`config.mk`:
```
export PLATFORM = sky130hd
export DESIGN_NAME = uart_tx_cts
export DESIGN_NICKNAME = d
export VERILOG_FILES = /design/src/rtl/uart_tx_pkg.sv /design/src/rtl/uart_tx_bit_timer.sv /design/src/rtl/uart_tx_holding.sv /design/src/rtl/uart_tx_cts.sv
export SDC_FILE = /design/constraint.sdc
export NUM_CORES = 1
export LEC_CHECK = 0
export ABC_AREA = 1
export BUFFER_PORTS_ARGS = -buffer_cell sky130_fd_sc_hd__clkbuf_2
export CAP_MARGIN = 25
export CORE_ASPECT_RATIO = 0.6
export CORE_MARGIN = 2
export CORE_UTILIZATION = 31
export DETAILED_ROUTE_END_ITERATION = 12
export GPL_ROUTABILITY_DRIVEN = 0
export PLACE_DENSITY = 0.6
export SYNTH_ARGS = -nofsm -noshare
export SYNTH_HDL_FRONTEND = slang
export SYNTH_SLANG_ARGS = --single-unit
export TNS_END_PERCENT = 20
```
`constraint.sdc`:
```
create_clock -name clk -period 2.22 [get_ports clk]
set_input_delay 0.444 -clock clk [delete_from_list [all_inputs] [get_ports clk]]
set_output_delay 0.444 -clock clk [all_outputs]
set_load 0.01 [all_outputs]
```
`src/rtl/uart_tx_pkg.sv`:
```
package uart_tx_pkg;

    typedef enum logic [1:0] {
        TX_IDLE,
        TX_START,
        TX_DATA,
        TX_STOP
    } tx_state_e;

    // Serial line level for a given state and current shift-register LSB.
    function automatic logic line_level(input tx_state_e st, input logic lsb);
        case (st)
            TX_START: line_level = 1'b0;
            TX_DATA:  line_level = lsb;
            default:  line_level = 1'b1;
        endcase
    endfunction

endpackage

```
`src/rtl/uart_tx_bit_timer.sv`:
```
module uart_tx_bit_timer #(
    parameter int OVERSAMPLE = 16,
    parameter int XFER_TICK  = 3
) (
    input  logic clk,
    input  logic rst,
    input  logic tick,
    input  logic mode_1x,
    input  logic run,
    input  logic in_start,
    output logic bit_end,
    output logic xfer_pt
);
    localparam int CW = $clog2(OVERSAMPLE);

    logic [CW-1:0] sub_q;

    assign bit_end = tick && (mode_1x || sub_q == CW'(OVERSAMPLE - 1));
    assign xfer_pt = in_start && tick && (mode_1x || sub_q == CW'(XFER_TICK - 1));

    always_ff @(posedge clk) begin
        if (rst || !run) begin
            sub_q <= '0;
        end else if (tick) begin
            sub_q <= bit_end ? '0 : sub_q + CW'(1);
        end
    end

endmodule

```
`src/rtl/uart_tx_holding.sv`:
```
module uart_tx_holding #(
    parameter int W = 8
) (
    input  logic         clk,
    input  logic         rst,
    input  logic         wr,
    input  logic [W-1:0] din,
    input  logic         take,
    input  logic         drop,
    output logic         valid,
    output logic [W-1:0] dout
);
    always_ff @(posedge clk) begin
        if (rst) begin
            valid <= 1'b0;
            dout  <= '0;
        end else if (drop) begin
            valid <= 1'b0;
        end else if (wr) begin
            valid <= 1'b1;
            dout  <= din;
        end else if (take) begin
            valid <= 1'b0;
        end
    end

endmodule

```
`src/rtl/uart_tx_cts.sv`:
```
module uart_tx_cts
    import uart_tx_pkg::*;
#(
    parameter int DATA_BITS  = 8,
    parameter int OVERSAMPLE = 16,
    parameter int XFER_TICK  = 3
) (
    input  logic                 clk,
    input  logic                 rst,
    input  logic                 bclk_en,
    input  logic                 mode_1x,
    input  logic                 cts_ctrl,
    input  logic                 cts_n,
    input  logic                 tx_enable_cmd,
    input  logic                 tx_disable_cmd,
    input  logic                 thr_wr,
    input  logic [DATA_BITS-1:0] thr_data,
    output logic                 txd,
    output logic                 tx_rdy,
    output logic                 tx_emt
);
    localparam int BW = (DATA_BITS > 1) ? $clog2(DATA_BITS) : 1;

    tx_state_e            state_q;
    logic                 en_q;
    logic                 sh_loaded_q;
    logic [DATA_BITS-1:0] sh_q;
    logic [BW-1:0]        bidx_q;

    logic                 hold_v;
    logic [DATA_BITS-1:0] hold_d;
    logic                 bit_end, xfer_pt;
    logic                 wr_ok, cts_ok, launch, abort_chr, take;

    assign wr_ok     = thr_wr && en_q && !tx_disable_cmd;
    assign cts_ok    = !cts_ctrl || !cts_n;
    assign launch    = en_q && !tx_disable_cmd && hold_v && cts_ok;
    assign abort_chr = (state_q == TX_START) && !sh_loaded_q && tx_disable_cmd;
    assign take      = xfer_pt && !tx_disable_cmd;

    uart_tx_bit_timer #(
        .OVERSAMPLE(OVERSAMPLE),
        .XFER_TICK (XFER_TICK)
    ) u_timer (
        .clk     (clk),
        .rst     (rst),
        .tick    (bclk_en),
        .mode_1x (mode_1x),
        .run     (state_q != TX_IDLE),
        .in_start(state_q == TX_START),
        .bit_end (bit_end),
        .xfer_pt (xfer_pt)
    );

    uart_tx_holding #(
        .W(DATA_BITS)
    ) u_hold (
        .clk  (clk),
        .rst  (rst),
        .wr   (wr_ok),
        .din  (thr_data),
        .take (take),
        .drop (tx_disable_cmd),
        .valid(hold_v),
        .dout (hold_d)
    );

    always_ff @(posedge clk) begin
        if (rst) begin
            en_q <= 1'b0;
        end else if (tx_disable_cmd) begin
            en_q <= 1'b0;
        end else if (tx_enable_cmd) begin
            en_q <= 1'b1;
        end
    end

    always_ff @(posedge clk) begin
        if (rst) begin
            state_q     <= TX_IDLE;
            sh_loaded_q <= 1'b0;
            sh_q        <= '0;
            bidx_q      <= '0;
        end else begin
            case (state_q)
                TX_IDLE: begin
                    if (bclk_en && launch) begin
                        state_q     <= TX_START;
                        sh_loaded_q <= 1'b0;
                    end
                end
                TX_START: begin
                    if (abort_chr) begin
                        state_q <= TX_IDLE;
                    end else begin
                        if (take) begin
                            sh_q        <= hold_d;
                            sh_loaded_q <= 1'b1;
                        end
                        if (bit_end) begin
                            state_q <= TX_DATA;
                            bidx_q  <= '0;
                        end
                    end
                end
                TX_DATA: begin
                    if (bit_end) begin
                        sh_q <= sh_q >> 1;
                        if (bidx_q == BW'(DATA_BITS - 1)) begin
                            state_q <= TX_STOP;
                        end else begin
                            bidx_q <= bidx_q + BW'(1);
                        end
                    end
                end
                default: begin
                    if (bit_end) begin
                        if (launch) begin
                            state_q     <= TX_START;
                            sh_loaded_q <= 1'b0;
                        end else begin
                            state_q <= TX_IDLE;
                        end
                    end
                end
            endcase
        end
    end

    assign txd    = line_level(state_q, sh_q[0]);
    assign tx_rdy = en_q && !hold_v && (state_q != TX_START);
    assign tx_emt = (state_q == TX_IDLE) && !hold_v;

endmodule

```
==> results.ini, run 1 <==
[yosys]
async_reset_ff_frac=0
synth_nets=230
syn_avg_cell_area_sq_um=6.70
yosysWarnings=0
synthCells=209
yosysUniqueCellTypes=25
synth_top_area_frac=0.400
mappedNetlistArea_sq_mm=0.00140
ys_seq_area_frac=0.400
ys_top_cells_by_area=dfxtp_1 (40%), nand2_1 (15%), nor2_1 (15%)
ys.flop_type=dfxtp_1
ys_seq_elements=28
synth_edf_count=0
yosys.area.top_type=dfxtp_1

[cts]
insertion_delay_ns=0.28
cts.sinks=28
cts-htree-levels=1
post_cts_buffers=0
cts_inserted_buffers=3
cts_hold_buffers=0
clkTransAtPathRegs_ns=0.10
cts_resized=0
cts_root_buffer=clkbuf_8
clockBufferDepth=2
cts_tree=built

[placed_design]
port_buffers=19
dp_slack_ns=0.554
place_hpwl_mm=2.26

[timing]
fin_crit_ns=1.98
fmax_mhz=504
fin_tns_setup_ns=0
tightest_slew_ns=0.580
whs_ns=0.362
finalMaxSlewViolations=0
fin_crit_sh=0.893
rsz0062_at_grt=false
setup_viol=0
finalHoldViolCount=0
layout_setup_ws_ns=0.238
fin_skew_ns=0.00367
relSlewSlack=0.613

[worst_setup_path]
ff2ff_setup_slack_ns=0.55
critPathLaunchType=flip-flop
cp.arrival_ns=1.54
r2r_cells=8
slowest_stage=dfxtp_1
r2r_start=state_q[1]
critPathKind=flip-flop to primary output
cp_max_fo=13
cp.required_ns=1.78
rr_endpoint=bidx_q[1]
cp_slowest_stage_delay_ns=0.44
cp_cell_sequence=inv_2, nor2_4, inv_2, nor2_1, nor2_1, clkbuf_2
crit_path_end_kind=primary output

[floorplan]
die_h_microns=56.1
die_w_microns=90.8
io_pins=20
start_util=0.332
die-area_sq_mm=0.00509
core_sq_mm=0.00421
rows=18

[global_route]
grt_pass1_wl_mm=5.06
gr-total-overflow=0
grt_max_degree=23
grt_antenna_before_repair=0
grt_pass1_vias=1062
grt.total_usage=0.121

[hold_path]
min_to=bidx_q[0]
hold_class=input port to flip-flop
hp-start=rst
holdPathStages=2

[outcome]
status=complete, no violations

[layout]
nNetsFinal=250
drive_gt1_frac=0.162
area_delta_synth_final_pct=16.0
final-seq-area_sq_um=561
multi_input_area_sq_um=764
num-fill-cells=469
antennaDiodeCount=0
utilization=0.386

[routing]
wl_per_cell_microns=10.3
routed_wirelength_mm=2.96
vias_per_cell=4.38
drc_errors=0
vias=1262
drt_first_pass_iters=4
first_iter_violations=57
ant_nets=0

[pwr]
p_per_area_mw_per_mm2=1110
leakage_nw=0.746
max-vdd-ir-drop_v=0.000286

[job]
cap_violations=0

## flip-flops by register name, summed over array words and instances (netlist names)
| name | flops |
|---|---|
| en_q | 1 |
| bidx_q | 3 |
| u_hold.dout | 8 |
| sh_q | 8 |
| u_hold.valid | 1 |
| state_q | 2 |
| u_timer.sub_q | 4 |
| sh_loaded_q | 1 |
## metal layers
layer	vias to the layer above	routed length, microns	global-route usage
met5	-	0	0
met2	27	1060	0.155
li1	694	-	-
met3	0	163	0.0285
met1	541	1740	0.197
met4	0	0	0.0264
## power breakdown
| part | internal [W] | switching, W | total, W |
|---|---|---|---|
| clock network | 0.000242 | 0.000166 | 0.000407 |
| registers | 0.000599 | 0.0000802 | 0.000679 |
| logic | 0.000263 | 0.000460 | 0.000723 |
## Yosys cell counts (2+ instances only)
master    number
dfxtp_1       28
buf_2          2
ha_1           4
nor3_1         2
inv_1         12
xor2_1         2
clkbuf_1       2
a21oi_1        8
nand2_1       56
nand4_1        2
nor2_1        55
nand3_1        5
o21ai_0       17
inv_2          2
nand2_2        2
## layout make-up
cell class / instances / share of cell area
Inverter: 15 / 0.0354
Clock buffer: 3 / 0.0254
Sequential cell: 28 / 0.345
Clock inverter: 1 / 0.0185
Tap cell: 60 / 0.0462
Timing Repair Buffer: 19 / 0.0586
Multi-Input combinational cell: 162 / 0.471
## kinds of logic (layout without fill, tap and decap cells)
family,Yosys count,in the layout,share of synthesized area
xor gates and xnor gates,2,2,0.0125
adders and majority gates,4,4,0.0357
and+or+nand+nor,128,128,0.379
DFF,28,28,0.400
AOI/OAI and AO/OA,28,28,0.119
buffers and inverters,19,38,0.0536
## per-stage QoR
step	total power [W]	instance area, sq um	instances
2_1_floorplan	0.00126	1400	209
3_3_place_gp	0.00141	1550	284
3_5_place_dp	0.00141	1550	284
4_1_cts	0.00182	1620	288
5_1_grt	0.00198	1620	288
6_report	0.00181	1620	288
## worst max-delay path: cells and delay by family (launching register included)
kind	cells	cell delay, ns
AND/OR/NAND/NOR	3	0.43
flip-flops	1	0.44
buffers and inverters	3	0.39
## worst max path at each step
stage | slack (ns) | start | end | cells past startpoint
final | 0.24 | state_q[1] | txd | 6
after floorplan | 0.79 | state_q[0] | txd | 5
after CTS | 0.23 | state_q[1] | txd | 6
after detailed placement | 0.55 | state_q[1] | txd | 6
after global routing | 0.09 | state_q[1] | txd | 6
after global placement | 0.56 | state_q[1] | txd | 6
## placed cells by master, fill, tap and decap left out, drive strengths merged
cell type and instances:
nand2 59, ha 4, bufinv 1, dfxtp 28, clkbuf 22, nor2 57, or2 2, nor3 2
a21oi 10, nand4 2, clkinv 1, nand3 6, xor2 2, o21ai 18, inv 14
(Power assumes the default switching activity.)
==> inputs of run 2 (changes only) <==
--- a/config.mk
+++ b/config.mk
@@ -14,6 +14,7 @@
 export DETAILED_ROUTE_END_ITERATION = 12
 export GPL_ROUTABILITY_DRIVEN = 0
 export PLACE_DENSITY = 0.6
+export SLEW_MARGIN = 0
 export SYNTH_ARGS = -nofsm -noshare
 export SYNTH_HDL_FRONTEND = slang
 export SYNTH_SLANG_ARGS = --single-unit
==> constraint.sdc (replaced) <==
create_clock -name clk -period 2.4 [get_ports clk]
set_input_delay 0.48 -clock clk [delete_from_list [all_inputs] [get_ports clk]]
set_output_delay 0.48 -clock clk [all_outputs]
set_load 0.01 [all_outputs]
==> run 2 against run 1 <==
Net effect: global-route usage fell by 0.42 points; setup slack improved by 0.13 ns; flip-flop and latch count unchanged; sequential power shrank 7.5%; largest cell class unchanged; critical path depth stayed put; power decreased by 7.7%; via count decreased by 0.16%; register-to-register slack better by 0.17 ns; die area unchanged; design area unchanged; clock skew fell by 0.0016 ns.
==> results.ini, run 2 (synthesis results as in run 1) <==
[layout]
num-fill-cells=478
drive_gt1_frac=0.162
final-seq-area_sq_um=561
largestRegisters=sh_q x8, u_hold.dout x8, u_timer.sub_q x4
multi_input_area_sq_um=764
mostFrequentLayoutCell=nand2_1
antennaDiodeCount=0
area_delta_synth_final_pct=16.0
nNetsFinal=250
layout_common_cells=nand2_1 (56), nor2_1 (55), dfxtp_1 (28)

[pwr]
power_frac_comb=0.401
internal_power_w=0.00102
switching_power_w=0.000649
leakage_nw=0.746
power_switching_share=0.389
clkPwrFrac=0.223
power.share.sequential=0.376
max-vdd-ir-drop_v=0.000334
p_per_area_mw_per_mm2=1030

[placed_design]
dp_slack_ns=0.664
place_hpwl_mm=2.21
port_buffers=19

[floorplan]
core_sq_mm=0.00421
die_w_microns=90.8
die_h_microns=56.1
die-area_sq_mm=0.00509
io_pins=20
rows=18
start_util=0.332

[worst_setup_path]
cp_max_fo=13
critPathKind=flip-flop to primary output
cp.required_ns=1.92
critPathLaunchType=flip-flop
cp.arrival_ns=1.55
crit_path_end_kind=primary output

[global_route]
grt_pass1_wl_mm=4.84
gr-total-overflow=0
grt.total_usage=0.117
grt_antenna_before_repair=0
grt_max_degree=23
grt_pass1_vias=1043

[timing]
rsz0062_at_grt=false
fin_tns_setup_ns=0
fin_skew_ns=0.00204
tightest_slew_ns=0.588
finalHoldViolCount=0
fin_crit_sh=0.848
relSlewSlack=0.608
layout_setup_ws_ns=0.365
fmax_mhz=491
fin_crit_ns=2.03
setup_viol=0
finalMaxSlewViolations=0

[routing]
drc_errors=0
ant_nets=0
routed_wirelength_mm=2.87
drt_first_pass_iters=4
vias=1260
wl_per_cell_microns=9.96
first_iter_violations=69
vias_per_cell=4.38

[cts]
clkTransAtPathRegs_ns=0.10
cts_resized=0
cts-htree-levels=1
cts.sinks=28
cts_root_buffer=clkbuf_8
clockBufferDepth=2
cts_inserted_buffers=3
insertion_delay_ns=0.27
cts_hold_buffers=0
cts_tree=built
post_cts_buffers=0

[job]
cap_violations=0

[hold_path]
hold_class=input port to flip-flop

[outcome]
status=complete, no violations

run 2: cell counts in the layout (fill, tap and decap cells not counted):
No cell type changed its count.
run 2: worst max-delay path, stage by stage (launching register included):
cell and delay, ns:
dfxtp_1 0.44, inv_2 0.10, nor2_4 0.26, inv_2 0.18, nor2_1 0.13, nor2_1 0.05, clkbuf_2 0.12
run 2: stage by stage:
step / area, sq um / total power [W] / util / hold WS [ns] / std cells
6_report: 1620 / 0.00167 / 0.386 / 0.410 / 288
3_5_place_dp: 1550 / 0.00130 / 0.369 / 0.474 / 284
2_1_floorplan: 1400 / 0.00116 / - / 0.452 / 209
5_1_grt: 1620 / 0.00181 / 0.386 / 0.413 / 288
3_3_place_gp: 1550 / 0.00131 / 0.369 / 0.466 / 284
4_1_cts: 1620 / 0.00168 / 0.386 / 0.403 / 288
run 2: power groups by stage:
stage | Clock (W) | Combinational, W | Sequential [W]
6_report | 0.000373 | 0.000669 | 0.000628
3_5_place_dp | 0 | 0.000664 | 0.000638
4_1_cts | 0.000385 | 0.000667 | 0.000627
5_1_grt | 0.000405 | 0.000767 | 0.000639
2_1_floorplan | 0 | 0.000546 | 0.000619
3_3_place_gp | 0 | 0.000671 | 0.000636
run 2: per-layer routing:
metal | vias up | GRT usage | share of wire | wire length [microns]
met3 | 2 | 0.0285 | 0.044 | 127
met4 | 0 | 0.0330 | 0.0049 | 14
met1 | 537 | 0.192 | 0.59 | 1700
met5 | - | 0 | 0 | 0
li1 | 693 | - | - | -
met2 | 28 | 0.143 | 0.36 | 1020
run 2: area by class of cell:
class	instances	area share
multi-input cells	162	0.471
flip-flops and latches	28	0.345
repair buffers	19	0.0586
well taps	60	0.0462
inverters	15	0.0354
clock buffers	3	0.0254
clock inverters	1	0.0185
run 2: worst paths after layout:
| kind | startpoint | end | slack [ns] | cells after the start |
|---|---|---|---|---|
| setup / recovery | state_q[1] | txd | 0.37 | 6 |
| hold / removal | rst | bidx_q[0] | 0.41 | 2 |
| setup reg to reg | state_q[1] | bidx_q[2] | 0.72 | 8 |
| hold reg to reg | u_hold.dout[0] | u_hold.dout[0] | 0.50 | 2 |
==> inputs of run 3 (changes only) <==
--- a/config.mk
+++ b/config.mk
@@ -13,7 +13,7 @@
 export CORE_UTILIZATION = 31
 export DETAILED_ROUTE_END_ITERATION = 12
 export GPL_ROUTABILITY_DRIVEN = 0
-export PLACE_DENSITY = 0.6
+export PLACE_DENSITY = 0.62
 export SLEW_MARGIN = 0
 export SYNTH_ARGS = -nofsm -noshare
 export SYNTH_HDL_FRONTEND = slang
==> constraint.sdc (replaced) <==
create_clock -name clk -period 1.8 [get_ports clk]
set_input_delay 0.36 -clock clk [delete_from_list [all_inputs] [get_ports clk]]
set_output_delay 0.36 -clock clk [all_outputs]
set_load 0.01 [all_outputs]
==> run 3 against run 2 <==
Net effect: critical endpoint unchanged; clock skew rose by 0.0018 ns; clock power rose by 35%; die area did not move; first-iteration DRC count fell by 16%; final cell count rose by 1.7%.
==> results.ini, run 3 (synthesis results as in run 1) <==
[outcome]
status=complete, no violations

[layout]
utilization=0.397
antennaDiodeCount=0
nNetsFinal=255
area_delta_synth_final_pct=19.4
mostFrequentLayoutCell=nand2_1
num-fill-cells=468
multi_input_area_sq_um=772
drive_gt1_frac=0.193
fin_cells=293
final-seq-area_sq_um=563
largestRegisters=sh_q x8, u_hold.dout x8, u_timer.sub_q x4
layout_common_cells=nand2_1 (56), nor2_1 (54), dfxtp_1 (26)

[worst_setup_path]
rr_endpoint=sh_q[5]
critPathKind=flip-flop to primary output
cp.arrival_ns=1.29
r2r_start=u_timer.sub_q[1]
crit_path_end_kind=primary output
cp-endpoint=txd
cp_max_fo=13
critPathLaunchType=flip-flop
slowest_stage=dfxtp_2
cp_cell_sequence=inv_2, nor2_4, inv_2, nor2_2, nor2_1, clkbuf_2
r2r_cells=9
crit_path_start=state_q[1]
ff2ff_setup_slack_ns=0.22
cp.required_ns=1.44
cpMostUsedCell=inv_2
cp_slowest_stage_delay_ns=0.40

[cts]
cts.sinks=28
cts_hold_buffers=0
cts_root_buffer=clkbuf_8
clkTransAtPathRegs_ns=0.10
clockBufferDepth=2
cts_tree=built
cts_inserted_buffers=3
insertion_delay_ns=0.28
cts-htree-levels=1

[pwr]
p_per_area_mw_per_mm2=1400
leakage_nw=0.772
max-vdd-ir-drop_v=0.000442
power_w=0.00234

[timing]
fin_crit_ns=1.65
fin_crit_sh=0.917
relSlewSlack=0.603
setup_viol=0
tightest_slew_ns=0.595
layout_setup_ws_ns=0.150
finalMaxSlewViolations=0
fmax_mhz=606
finalHoldViolCount=0
fin_tns_setup_ns=0
fin_skew_ns=0.00384
rsz0062_at_grt=false

[global_route]
grt_max_degree=23
grt_pass1_wl_mm=5.24
grt_pass1_vias=1087
grt.total_usage=0.127
gr-total-overflow=0
grt_antenna_before_repair=0

[placed_design]
place_hpwl_mm=2.24
port_buffers=19
dp_slack_ns=0.157
placed_cells=285

[routing]
drc_errors=0
first_iter_violations=58
vias_per_cell=4.39
ant_nets=0
routed_wirelength_mm=2.95
wl_per_cell_microns=10.1
vias=1287
drt_first_pass_iters=4

[floorplan]
start_util=0.332
rows=18
die_w_microns=90.8
io_pins=20
die_h_microns=56.1
die-area_sq_mm=0.00509
core_sq_mm=0.00421

[job]
cap_violations=0

[hold_path]
holdPathStages=2
hold_class=input port to flip-flop

-- run 3: cell types whose count changed in the layout (fill, tap and decap cells not counted), sizes merged --
cell and delta:
buf +5
-- run 3: routing by layer --
layer  vias to the layer above  wire length [microns]  track usage  share of wire
li1                        702                      -            -              -
met5                         -                      0            0              0
met4                         0                     24       0.0396         0.0081
met2                        17                   1140        0.179           0.39
met3                         4                     81       0.0325          0.027
met1                       564                   1700        0.187           0.58
-- run 3: critical path, delay by kind of cell, from the launching register on --
| kind | cells | cell delay [ns] |
|---|---|---|
| flops | 1 | 0.40 |
| buf+inv | 3 | 0.32 |
| simple gates | 3 | 0.29 |
-- run 3: report_power, final --
part	internal [W]	switching, W
clock network	0.000298	0.000206
logic	0.000397	0.000600
registers	0.000743	0.0000973
total	0.00144	0.000904
-- run 3: metrics by stage --
stage	hold WS (ns)	instance area (sq um)
floorplan	0.422	1400
global placement	0.466	1560
detailed placement	0.474	1560
CTS	0.282	1630
global route	0.284	1670
finish	0.286	1670
-- run 3: worst min path at each step --
| stage | start | endpoint |
|---|---|---|
| detailed placement | u_hold.dout[6] | u_hold.dout[6] |
| floorplan | rst | bidx_q[0] |
| finish | rst | bidx_q[0] |
| global route | rst | bidx_q[0] |
| global placement | en_q | en_q |
| CTS | rst | bidx_q[0] |
-- run 3: layout make-up --
type                    count  area share
multi-input cells         162       0.462
clock inverters             1      0.0180
flip-flops and latches     28       0.337
well taps                  60      0.0449
clock buffers               3      0.0247
repair buffers             24      0.0793
inverters                  15      0.0344
-- run 3: repair_timing --
| item | 4_1_cts | 5_1_grt |
|---|---|---|
| setup endpoints to repair | 0 | 8 |
| endpoints found under the hold margin | 0 | 0 |
| buffers inserted | 0 | 4 |
| gates resized for setup | 0 | 5 |
